<file path="config.mk">
export PLATFORM = sky130hd
export DESIGN_NAME = drd_term_handler
export DESIGN_NICKNAME = d
export VERILOG_FILES = /design/src/rtl/drd_pkg.sv /design/src/rtl/drd_resp_dec.sv /design/src/rtl/drd_attempt_ctr.sv /design/src/rtl/drd_term_handler.sv
export SDC_FILE = /design/constraint.sdc
export NUM_CORES = 1
export LEC_CHECK = 0
export CELL_PAD_IN_SITES_DETAIL_PLACEMENT = 1
export CELL_PAD_IN_SITES_GLOBAL_PLACEMENT = 1
export CORE_MARGIN = 5
export CORE_UTILIZATION = 37
export CTS_CLUSTER_DIAMETER = 40
export CTS_CLUSTER_SIZE = 28
export DETAILED_ROUTE_END_ITERATION = 7
export PLACE_DENSITY = 0.83
export SETUP_SLACK_MARGIN = 0.3
export SLEW_MARGIN = 0
export SYNTH_ARGS = -nofsm -noshare
export SYNTH_HDL_FRONTEND = slang
export SYNTH_SLANG_ARGS = --single-unit
</file>
<file path="constraint.sdc">
create_clock -name clk_i -period 1.97 [get_ports clk_i]
set_clock_uncertainty 0.05 [all_clocks]
set_input_delay 0.4925 -clock clk_i [delete_from_list [all_inputs] [get_ports clk_i]]
set_output_delay 0.4925 -clock clk_i [all_outputs]
set_load 0.01 [all_outputs]
</file>
<file path="src/rtl/drd_pkg.sv">
package drd_pkg;
  typedef enum logic [1:0] {
    TERM_DONE  = 2'b00,
    TERM_RETRY = 2'b01,
    TERM_DISC  = 2'b10,
    TERM_ABORT = 2'b11
  } term_e;

  typedef enum logic [1:0] {
    RSP_NONE  = 2'b00,
    RSP_NORM  = 2'b01,
    RSP_DISC  = 2'b10,
    RSP_ABORT = 2'b11
  } resp_e;
endpackage

</file>
<file path="src/rtl/drd_resp_dec.sv">
module drd_resp_dec
  import drd_pkg::*;
#(
  parameter int CNT_W = 16
) (
  input  logic             valid_i,
  input  logic [1:0]       type_i,
  input  logic             prefetch_i,
  input  logic [CNT_W-1:0] req_i,
  input  logic [CNT_W-1:0] got_i,
  output logic [1:0]       resp_o,
  output logic             reissue_o,
  output logic             abort_o
);
  logic short_data;
  assign short_data = req_i > got_i;

  always_comb begin
    resp_o    = RSP_NONE;
    reissue_o = 1'b0;
    abort_o   = 1'b0;
    if (valid_i) begin
      unique case (type_i)
        TERM_DONE:  resp_o = (!prefetch_i || short_data) ? RSP_DISC : RSP_NORM;
        TERM_RETRY: reissue_o = 1'b1;
        TERM_DISC:  resp_o = short_data ? RSP_DISC : RSP_NORM;
        TERM_ABORT: begin
          resp_o  = RSP_ABORT;
          abort_o = 1'b1;
        end
        default: resp_o = RSP_NONE;
      endcase
    end
  end
endmodule

</file>
<file path="src/rtl/drd_attempt_ctr.sv">
module drd_attempt_ctr #(
  parameter longint ATT_LIMIT = 64'd16777216,
  parameter int     ATT_W     = $clog2(ATT_LIMIT + 1)
) (
  input  logic clk_i,
  input  logic rst_ni,
  input  logic clear_i,
  input  logic bump_i,
  output logic hit_o
);
  localparam logic [ATT_W-1:0] LAST = ATT_W'(ATT_LIMIT - 1);

  logic [ATT_W-1:0] cnt_q;
  logic             spent_q;

  // count stops once the limit has been reached; spent_q blocks a second hit
  assign hit_o = bump_i && !clear_i && !spent_q && (cnt_q == LAST);

  always_ff @(posedge clk_i or negedge rst_ni) begin
    if (!rst_ni) begin
      cnt_q   <= '0;
      spent_q <= 1'b0;
    end else if (clear_i) begin
      cnt_q   <= '0;
      spent_q <= 1'b0;
    end else if (bump_i && !spent_q) begin
      cnt_q <= cnt_q + 1'b1;
      if (cnt_q == LAST) spent_q <= 1'b1;
    end
  end
endmodule

</file>
<file path="src/rtl/drd_term_handler.sv">
module drd_term_handler
  import drd_pkg::*;
#(
  parameter int     CNT_W     = 16,
  parameter longint ATT_LIMIT = 64'd16777216
) (
  input  logic             clk_i,
  input  logic             rst_ni,
  input  logic             load_i,
  input  logic             term_valid_i,
  input  logic [1:0]       term_type_i,
  input  logic             prefetch_i,
  input  logic [CNT_W-1:0] req_cnt_i,
  input  logic [CNT_W-1:0] got_cnt_i,
  input  logic             serr_en_i,
  input  logic             nodeliv_dis_i,
  output logic             reissue_o,
  output logic [1:0]       resp_o,
  output logic             rx_abort_set_o,
  output logic             tx_abort_set_o,
  output logic             serr_o
);
  localparam int ATT_W = $clog2(ATT_LIMIT + 1);

  logic [1:0] resp_d;
  logic       reissue_d, abort_d, hit, retry_seen, finish_seen;

  drd_resp_dec #(.CNT_W(CNT_W)) i_dec (
    .valid_i    (term_valid_i),
    .type_i     (term_type_i),
    .prefetch_i (prefetch_i),
    .req_i      (req_cnt_i),
    .got_i      (got_cnt_i),
    .resp_o     (resp_d),
    .reissue_o  (reissue_d),
    .abort_o    (abort_d)
  );

  assign retry_seen  = term_valid_i && (term_type_i == TERM_RETRY);
  assign finish_seen = term_valid_i && (term_type_i != TERM_RETRY);

  drd_attempt_ctr #(.ATT_LIMIT(ATT_LIMIT), .ATT_W(ATT_W)) i_ctr (
    .clk_i   (clk_i),
    .rst_ni  (rst_ni),
    .clear_i (load_i || finish_seen),
    .bump_i  (retry_seen),
    .hit_o   (hit)
  );

  always_ff @(posedge clk_i or negedge rst_ni) begin
    if (!rst_ni) begin
      reissue_o      <= 1'b0;
      resp_o         <= RSP_NONE;
      rx_abort_set_o <= 1'b0;
      tx_abort_set_o <= 1'b0;
      serr_o         <= 1'b0;
    end else begin
      reissue_o      <= reissue_d;
      resp_o         <= resp_d;
      rx_abort_set_o <= abort_d;
      tx_abort_set_o <= abort_d;
      serr_o         <= hit && serr_en_i && !nodeliv_dis_i;
    end
  end
endmodule

</file>
* Yosys cells after proc, flatten, opt, wreduce, memory -nomap -nowiden
Index checks and enable logic that the tools add are counted.
** Cells by class
- Add/sub/neg operators :: 1
- $lt $le $gt $ge :: 1
- Equal/unequal tests :: 5
- Muxes and demuxes :: 13
- Reductions and logical operators :: 18
** Operators with widths (number)
- 25-bit two-way mux :: 2
- 25-bit by 1-bit adder with 25-bit output (second input constant) :: 1
- 25-bit by 24-bit == test with 1-bit output (second input constant) :: 1
- 16-bit greater-than comparator :: 1
- 1-bit logical AND :: 8
- 1-bit two-way mux :: 7
- 2-bit two-way mux :: 3
- 2-bit one-hot mux with 3 select lines :: 1
- 2-bit == test (second input constant) :: 2
- 1-bit logical NOT :: 4
- 2-bit nonzero test :: 2
- 2-bit by 1-bit == test with 1-bit output (second input constant) :: 1
- 2-bit logical NOT :: 1
- 1-bit logical OR :: 2
- 2-bit by 1-bit inequality test with 1-bit output (second input constant) :: 1
- 2-bit AND reduction :: 1
** Storage, ports and cells
- Register bits :: 31
- Output and inout port bits :: 6

* Logic depth before layout (Yosys ltp)
Gate-level depths: netlist of the first run.
- Depth in word-level cells :: 9
- Depth in mapped cells :: 7
- Mapped depth without buffers :: 7

* By module
Synthesis of the first run repeated with hierarchy kept, for this count alone.
** Second synthesis, totals
- Cell total of the unflattened synthesis :: 221
- Area, all modules :: 1976.9 µm²
** Modules (own cells, without submodules)
- drd_attempt_ctr :: instances 1, cells an instance 138, area an instance 1322.5 µm²
- drd_resp_dec :: instances 1, cells an instance 71, area an instance 485.5 µm²
- drd_term_handler :: instances 1, cells an instance 12, area an instance 168.9 µm²

* Worst setup path before layout of the first run
No wires, ideal clock.
- Path kind :: input -> register
- From :: input got_cnt_i[15]
- To :: register resp_o[0]
- Library setup time :: 0.099 ns
- Arrival time :: 1.952 ns
- Data required time :: 1.821 ns
- Path slack :: -0.132 ns
- Cell stages on the path :: 7
- Path buffers :: 0
- Path through :: inv_1 ha_1 nand4_1 nor2_1 or3_1 a2111o_1 a311oi_1
** On the way
- Cells in the longest elaborated chain, start to end :: 5
- Elaborated cells on any way between the ends :: 6
** Ends and longest elaborated chain
- from (decl) :: line drd_term_handler.sv:14 : input logic [CNT_W-1:0] got_cnt_i,
- 16-bit greater-than comparator (*) :: line drd_resp_dec.sv:16 : assign short_data = req_i > got_i;
- 1-bit logical OR :: line drd_resp_dec.sv:24 : TERM_DONE: resp_o = (!prefetch_i || short_data) ? RSP_DISC : RSP_NORM;
- 2-bit two-way mux :: line drd_resp_dec.sv:24
- 2-bit one-hot mux with 3 select lines (*) :: line drd_resp_dec.sv:23 : unique case (type_i)
- 2-bit two-way mux (*) :: line drd_resp_dec.sv:22 : if (valid_i) begin
- named net i_dec.resp_o[0] :: line drd_resp_dec.sv:11 : output logic [1:0] resp_o,
- to (signal assigned) :: line drd_term_handler.sv:59 : resp_o <= resp_d;
- to (decl) :: line drd_term_handler.sv:18 : output logic [1:0] resp_o,
Mark *: on every way through the listed nets, which the timed path passes. The rest lies on a longest branch.
A chain may end at the register's enable or synchronous reset.

* Worst setup path in the final report of the first run
- From :: input got_cnt_i[15]
- To :: register resp_o[1]
The elaborated chain is that of the path after synthesis.

==> results.py, run 1 <==
metrics = {
    "clock_network": {
        "insertion_delay_ns": 0.30,
        "clockBufferDepth": 2,
        "root_buffer": "clkbuf_8",
        "clk_pin_slew_ns": 0.08,
        "hold_buffers": 0,
        "clock-sinks": 31,
        "numCtsBuffers": 5,
        "cts_tree": "done",
        "htree_levels": 2,
    },
    "yosys": {
        "ys_seq_area_frac": 0.3982,
        "syn_avg_cell_area_um2": 9.321,
        "synth_compound_area_frac": 0.09056,
        "ys_seq_elements": 31,
        "synthAdderAreaFrac": 0.1092,
        "synth-xor-area-share": 0.08092,
        "synth_top_family_by_area": "simple AND/OR/NAND/NOR gates",
        "netlist_area_um2": 1948,
        "synth_top_area_share": 0.3982,
        "yosysWarnings": 0,
        "yosys.area_share.simple": 0.2768,
        "synth.area.mux_share": 0,
        "syn_nets": 267,
        "ys_types": 42,
        "syn_inst": 209,
        "yosys.area.top_type": "dfrtp_1",
        "synthFlopType": "dfrtp_1",
        "synth-edff-count": 0,
        "synthArstFlopShare": 1.000,
        "synth_top_cells_by_area": "dfrtp_1 (40%), ha_1 (11%), xor2_1 (7.2%), nor2_1 (5.0%), inv_1 (3.7%)",
    },
    "sta": {
        "setup_tns_ns": -0.1175,
        "rsz0062_at_grt": "yes",
        "setup_viol_count_final": 3,
        "hold_violations": 0,
        "maxSlewViolCount": 0,
        "worst_pin_slew_ns": 0.4385,
        "max_freq_mhz": 490.3,
        "finalCritPeriodShare": 1.035,
        "fin_ws_ns": -0.06966,
        "fin_crit_ns": 2.040,
        "max_slew_margin": 0.7046,
    },
    "critical_path": {
        "end_kind": "flop",
        "critPathKind": "in2reg",
        "required_ns": 2.09,
        "worst-path-max-fanout": 3,
        "crit_arrival_ns": 2.16,
        "crit_path_start_kind": "primary input",
    },
    "cells_and_area": {
        "final_cell_mix": "buf_4 (30), dfrtp_1 (28), nor2_1 (25)",
        "drive_gt1_frac": 0.4590,
        "synthToLayoutAreaGrowth_pct": 77.01,
        "final_common_cell": "buf_4",
        "final_core_util": 0.6752,
        "fin_nets": 362,
        "antenna_cells": 0,
    },
    "die": {
        "rows": 26,
        "coreArea_um2": 5107,
        "start_util": 0.3814,
        "die_y_um": 82.56,
        "fp.dieArea_um2": 6816,
        "die_w_um": 82.56,
        "ios": 47,
    },
    "status": {
        "status": "finished, violations left",
        "violations": "negative setup slack",
    },
    "grt": {
        "grtUsageTotal": 0.2148,
        "first_global_vias": 2252,
        "grt_pass1_wl_mm": 10.87,
        "antenna_found_initial": 0,
        "overflow": 0,
        "grt_max_degree": 32,
    },
    "detailed_routing": {
        "first_iter_violations": 107,
        "first_pass_iters": 5,
        "via_per_inst": 5.616,
        "drc": 0,
        "ant_nets": 0,
        "wl_per_cell_um": 24.18,
        "routed-via-count": 2106,
        "wl_mm": 9.067,
    },
    "power_and_ir_drop": {
        "p_leak_uw": 0.001560,
        "power_density_nw_per_um2": 493.8,
        "vdd_drop_max_uv": 313.1,
    },
    "placed_design": {
        "place_ws_ns": -0.9564,
        "gp_congestion": 0.7687,
        "hpwl_mm": 4.314,
        "port_buffers": 46,
    },
    "hold_path": {
        "hp-class": "in2async",
    },
    "job": {
        "drv_cap": 0,
    },
}
-- flip-flops by register name, summed over array words and instances (netlist names) --
signal / count
i_ctr.cnt_q: 25
resp_o: 2
i_ctr.spent_q: 1
reissue_o: 1
rx_abort_set_o: 1
serr_o: 1
-- through the flow --
| stage | cells | total power, uW | hold slack, ns | instance area, um^2 |
|---|---|---|---|---|
| final | 375 | 1703 | 0.5421 | 3448 |
| after global placement | 344 | 918.6 | 0.4774 | 2758 |
| after detailed placement | 344 | 931.6 | 0.5023 | 2758 |
| after floorplan | 209 | 754.6 | 0.1469 | 2034 |
| after CTS | 361 | 1622 | 0.5179 | 3098 |
| after global routing | 375 | 1758 | 0.5803 | 3448 |
-- where the power goes --
| group | internal [uW] | switching (uW) |
|---|---|---|
| Combinational | 184 | 177 |
| Clock | 410 | 287 |
| Sequential | 642 | 3.23 |
-- cell usage after synthesis, types with 2 or more instances --
cell type / count
nand3_1: 11
nand2_1: 16
nor2_1: 26
nor3_1: 2
nor4_1: 3
a2111oi_0: 2
nor2b_1: 2
inv_1: 19
a21oi_1: 11
dfrtp_1: 31
clkbuf_1: 2
xnor2_1: 2
o21ai_0: 8
xor2_1: 16
nand2b_1: 2
ha_1: 17
and3_1: 4
nand4_1: 7
or3_1: 5
-- worst max-delay path, stage by stage --
cell and delay, ns:
buf_6 0.08, inv_4 0.03, ha_4 0.26, nand4_1 0.20, buf_6 0.20, nor4_4 0.27
buf_4 0.17, nand4_1 0.17, o21ai_1 0.20, nor2_1 0.08
-- layer usage --
metal | track usage | share of wire
met1 | 0.2263 | 0.37
met5 | 0 | 0
met4 | 0.09967 | 0.044
met3 | 0.04121 | 0.048
met2 | 0.4063 | 0.54
-- cells by family after synthesis --
family / Yosys count
simple gates: 92
fa+ha+maj: 17
buf+inv: 22
flops: 31
xor+xnor: 18
compound gates: 29
-- repair_timing --
| item | CTS | global route |
|---|---|---|
| pin swaps | 42 | 32 |
| buffers inserted | 9 | 14 |
| hold endpoints to repair | 0 | 0 |
| resized for setup | 132 | 51 |
| setup endpoints to repair | 35 | 24 |
-- area by class of cell --
type | count | area [um^2]
Multi-Input combinational cell | 156 | 1526
Fill cell | 523 | 1659
Clock buffer | 6 | 82.58
Sequential cell | 31 | 779.5
Tap cell | 70 | 87.58
Inverter | 19 | 91.34
Timing Repair Buffer | 91 | 845.8
Clock inverter | 2 | 35.03
-- path summary, 6_finish.rpt --
kind / start / end / slack [ns] / depth (start not counted)
max in group asynchronous: rst_ni / i_ctr.cnt_q[8] / 1.01 / 2
min in group clk_i: i_ctr.cnt_q[4] / i_ctr.cnt_q[4] / 0.57 / 2
min reg2reg: i_ctr.cnt_q[4] / i_ctr.cnt_q[4] / 0.57 / 2
min: rst_ni / reissue_o / 0.54 / 2
max reg2reg: i_ctr.cnt_q[1] / i_ctr.cnt_q[24] / -0.01 / 7
max: got_cnt_i[15] / resp_o[1] / -0.07 / 10
Power figures use the tool's default switching activity.
==> run 2: changes to the inputs <==
- MAX_ROUTING_LAYER: default -> met4
==> run 2 against run 1 <==
  * The flow still finishes with violations (negative setup slack)
  * Power shrank 1.2%
  * Critical path type unchanged
  * Hold slack lost 0.0059 ns
  * First-iteration DRC count shrank 21%
  * Clock power shrank 1%
  * Critical path depth is the same
  * Die area is the same
  * Wire length shrank 5.9%
  * Maximum frequency grew 0.89%
  * Via count shrank 2.7%
  * Final cell count shrank 0.53%
  * Clock-buffer cell count is the same
  * Design area shrank 1.1%
==> results.py, run 2 (synthesis gave the netlist of run 1 again) <==
metrics = {
    "placed_design": {
        "port_buffers": 46,
        "place_area_um2": 2758,
        "gp_congestion": 0.7790,
        "place_inst": 344,
        "hpwl_mm": 4.314,
    },
    "die": {
        "start_util": 0.3814,
        "ios": 47,
        "die_w_um": 82.56,
        "rows": 26,
        "fp.dieArea_um2": 6816,
        "coreArea_um2": 5107,
        "die_y_um": 82.56,
    },
    "power_and_ir_drop": {
        "power_density_nw_per_um2": 493.1,
        "clkPwrFrac": 0.410,
        "p_int_uw": 1229,
        "vdd_drop_max_uv": 310.5,
        "switching_share": 0.2694,
        "p_sw_uw": 453.2,
        "seqPwrFrac": 0.384,
        "p_comb_frac": 0.207,
        "p_leak_uw": 0.001545,
    },
    "grt": {
        "grtUsageTotal": 0.2206,
        "first_global_vias": 2257,
        "overflow": 0,
        "antenna_found_initial": 0,
        "grt_max_degree": 32,
        "grt_pass1_wl_mm": 10.84,
    },
    "detailed_routing": {
        "first_pass_iters": 4,
        "wl_per_cell_um": 22.88,
        "drc": 0,
        "via_per_inst": 5.493,
        "ant_nets": 0,
        "wl_mm": 8.535,
        "first_iter_violations": 84,
        "routed-via-count": 2049,
    },
    "clock_network": {
        "clk_pin_slew_ns": 0.07,
        "numCtsBuffers": 5,
        "insertion_delay_ns": 0.29,
        "root_buffer": "clkbuf_8",
        "clockBufferDepth": 2,
        "cts_tree": "done",
        "clock-sinks": 31,
        "hold_buffers": 0,
        "htree_levels": 2,
    },
    "cells_and_area": {
        "synthToLayoutAreaGrowth_pct": 75.08,
        "fin_area_um2": 3411,
        "final_cell_mix": "dfrtp_1 (28), buf_4 (28), nor2_1 (25), dlygate4sd2_1 (25), buf_6 (18)",
        "antenna_cells": 0,
        "drive_gt1_frac": 0.4455,
        "top_regs": "i_ctr.cnt_q x25, resp_o x2",
        "regArea_um2": 779.5,
        "largest_reg_flops": 25,
        "fin_cells": 373,
        "nFillCells": 537,
        "multiInputGateArea_um2": 1505,
        "regMostFlops": "i_ctr.cnt_q",
        "fin_nets": 360,
    },
    "critical_path": {
        "crit_path_start_kind": "primary input",
        "worst-path-max-fanout": 3,
        "required_ns": 2.09,
        "ff2ff_setup_slack_ns": 0.03,
        "critPathKind": "in2reg",
        "end_kind": "flop",
        "crit_arrival_ns": 2.14,
    },
    "sta": {
        "fin_crit_ns": 2.022,
        "worst_pin_slew_ns": 0.4130,
        "setup_viol_count_final": 2,
        "max_freq_mhz": 494.7,
        "fin_ws_ns": -0.05162,
        "max_slew_margin": 0.7246,
        "rsz0062_at_grt": "yes",
        "hold_violations": 0,
        "finalCritPeriodShare": 1.026,
        "maxSlewViolCount": 0,
    },
    "job": {
        "drv_cap": 0,
    },
    "status": {
        "status": "finished, violations left",
        "violations": "negative setup slack",
    },
    "hold_path": {
        "hp-class": "reg2reg",
    },
}
==> run 2: cell types whose count changed in the layout (fill, tap and decap cells not counted), sizes merged <==
cell / previous run / this run
clkdlybuf4s15: 5 / 4
buf: 56 / 54
dlygate4sd2: 24 / 25
==> run 2: what timing repair did <==
item | in CTS | in global routing
resized for setup | 132 | 46
pin swaps | 42 | 30
setup endpoints to repair | 35 | 24
buffers inserted | 9 | 12
==> run 2: cell type report <==
cell class / count / share of cell area
clock buffer: 6 / 0.02421
inverter: 19 / 0.02678
tap: 70 / 0.02568
sequential: 31 / 0.2285
multi-input combinational: 156 / 0.4413
timing repair buffer: 89 / 0.2432
clock inverter: 2 / 0.01027
==> run 2: worst paths after layout <==
kind | from | end | cells past startpoint
setup / recovery | got_cnt_i[15] | resp_o[1] | 10
hold / removal | i_ctr.cnt_q[12] | i_ctr.cnt_q[12] | 2
setup reg to reg | i_ctr.spent_q | i_ctr.cnt_q[23] | 8
hold reg to reg | i_ctr.cnt_q[12] | i_ctr.cnt_q[12] | 2
max in group asynchronous | rst_ni | i_ctr.cnt_q[8] | 2
min in group asynchronous | rst_ni | i_ctr.cnt_q[4] | 2
==> run 2: power by group through the flow <==
stage / Sequential, uW / Combinational (uW) / Clock (uW)
floorplan: 659 / 95.1 / 0
global placement: 657 / 262 / 0
detailed placement: 658 / 274 / 0
CTS: 645 / 312 / 665
global route: 646 / 371 / 722
finish: 646 / 348 / 689
==> run 2: per-stage QoR <==
stage	setup slack (ns)	TNS, ns	hold WS, ns	total power (uW)	util
floorplan	-0.01192	-0.01192	0.1469	754.6	-
global placement	-0.7213	-4.810	0.4774	918.6	0.5399
detailed placement	-0.9564	-6.605	0.5023	931.6	0.5399
CTS	0.09884	0	0.5179	1622	0.6066
global route	-0.09680	-0.2147	0.5705	1739	0.6678
finish	-0.05162	-0.05493	0.5362	1682	0.6678
==> run 2: layer usage <==
metal	track usage	wire, um
met1	0.2277	3274
met2	0.4063	4646
met3	0.03796	288
met4	0.09967	325
met5	-	0
==> run 2: critical path: stages <==
cell and delay (ns):
buf_6 0.08, inv_4 0.03, ha_4 0.26, nand4_1 0.20
buf_6 0.20, nor4_4 0.28, buf_4 0.17, nand4_1 0.13
o21ai_1 0.22, nor2_1 0.08
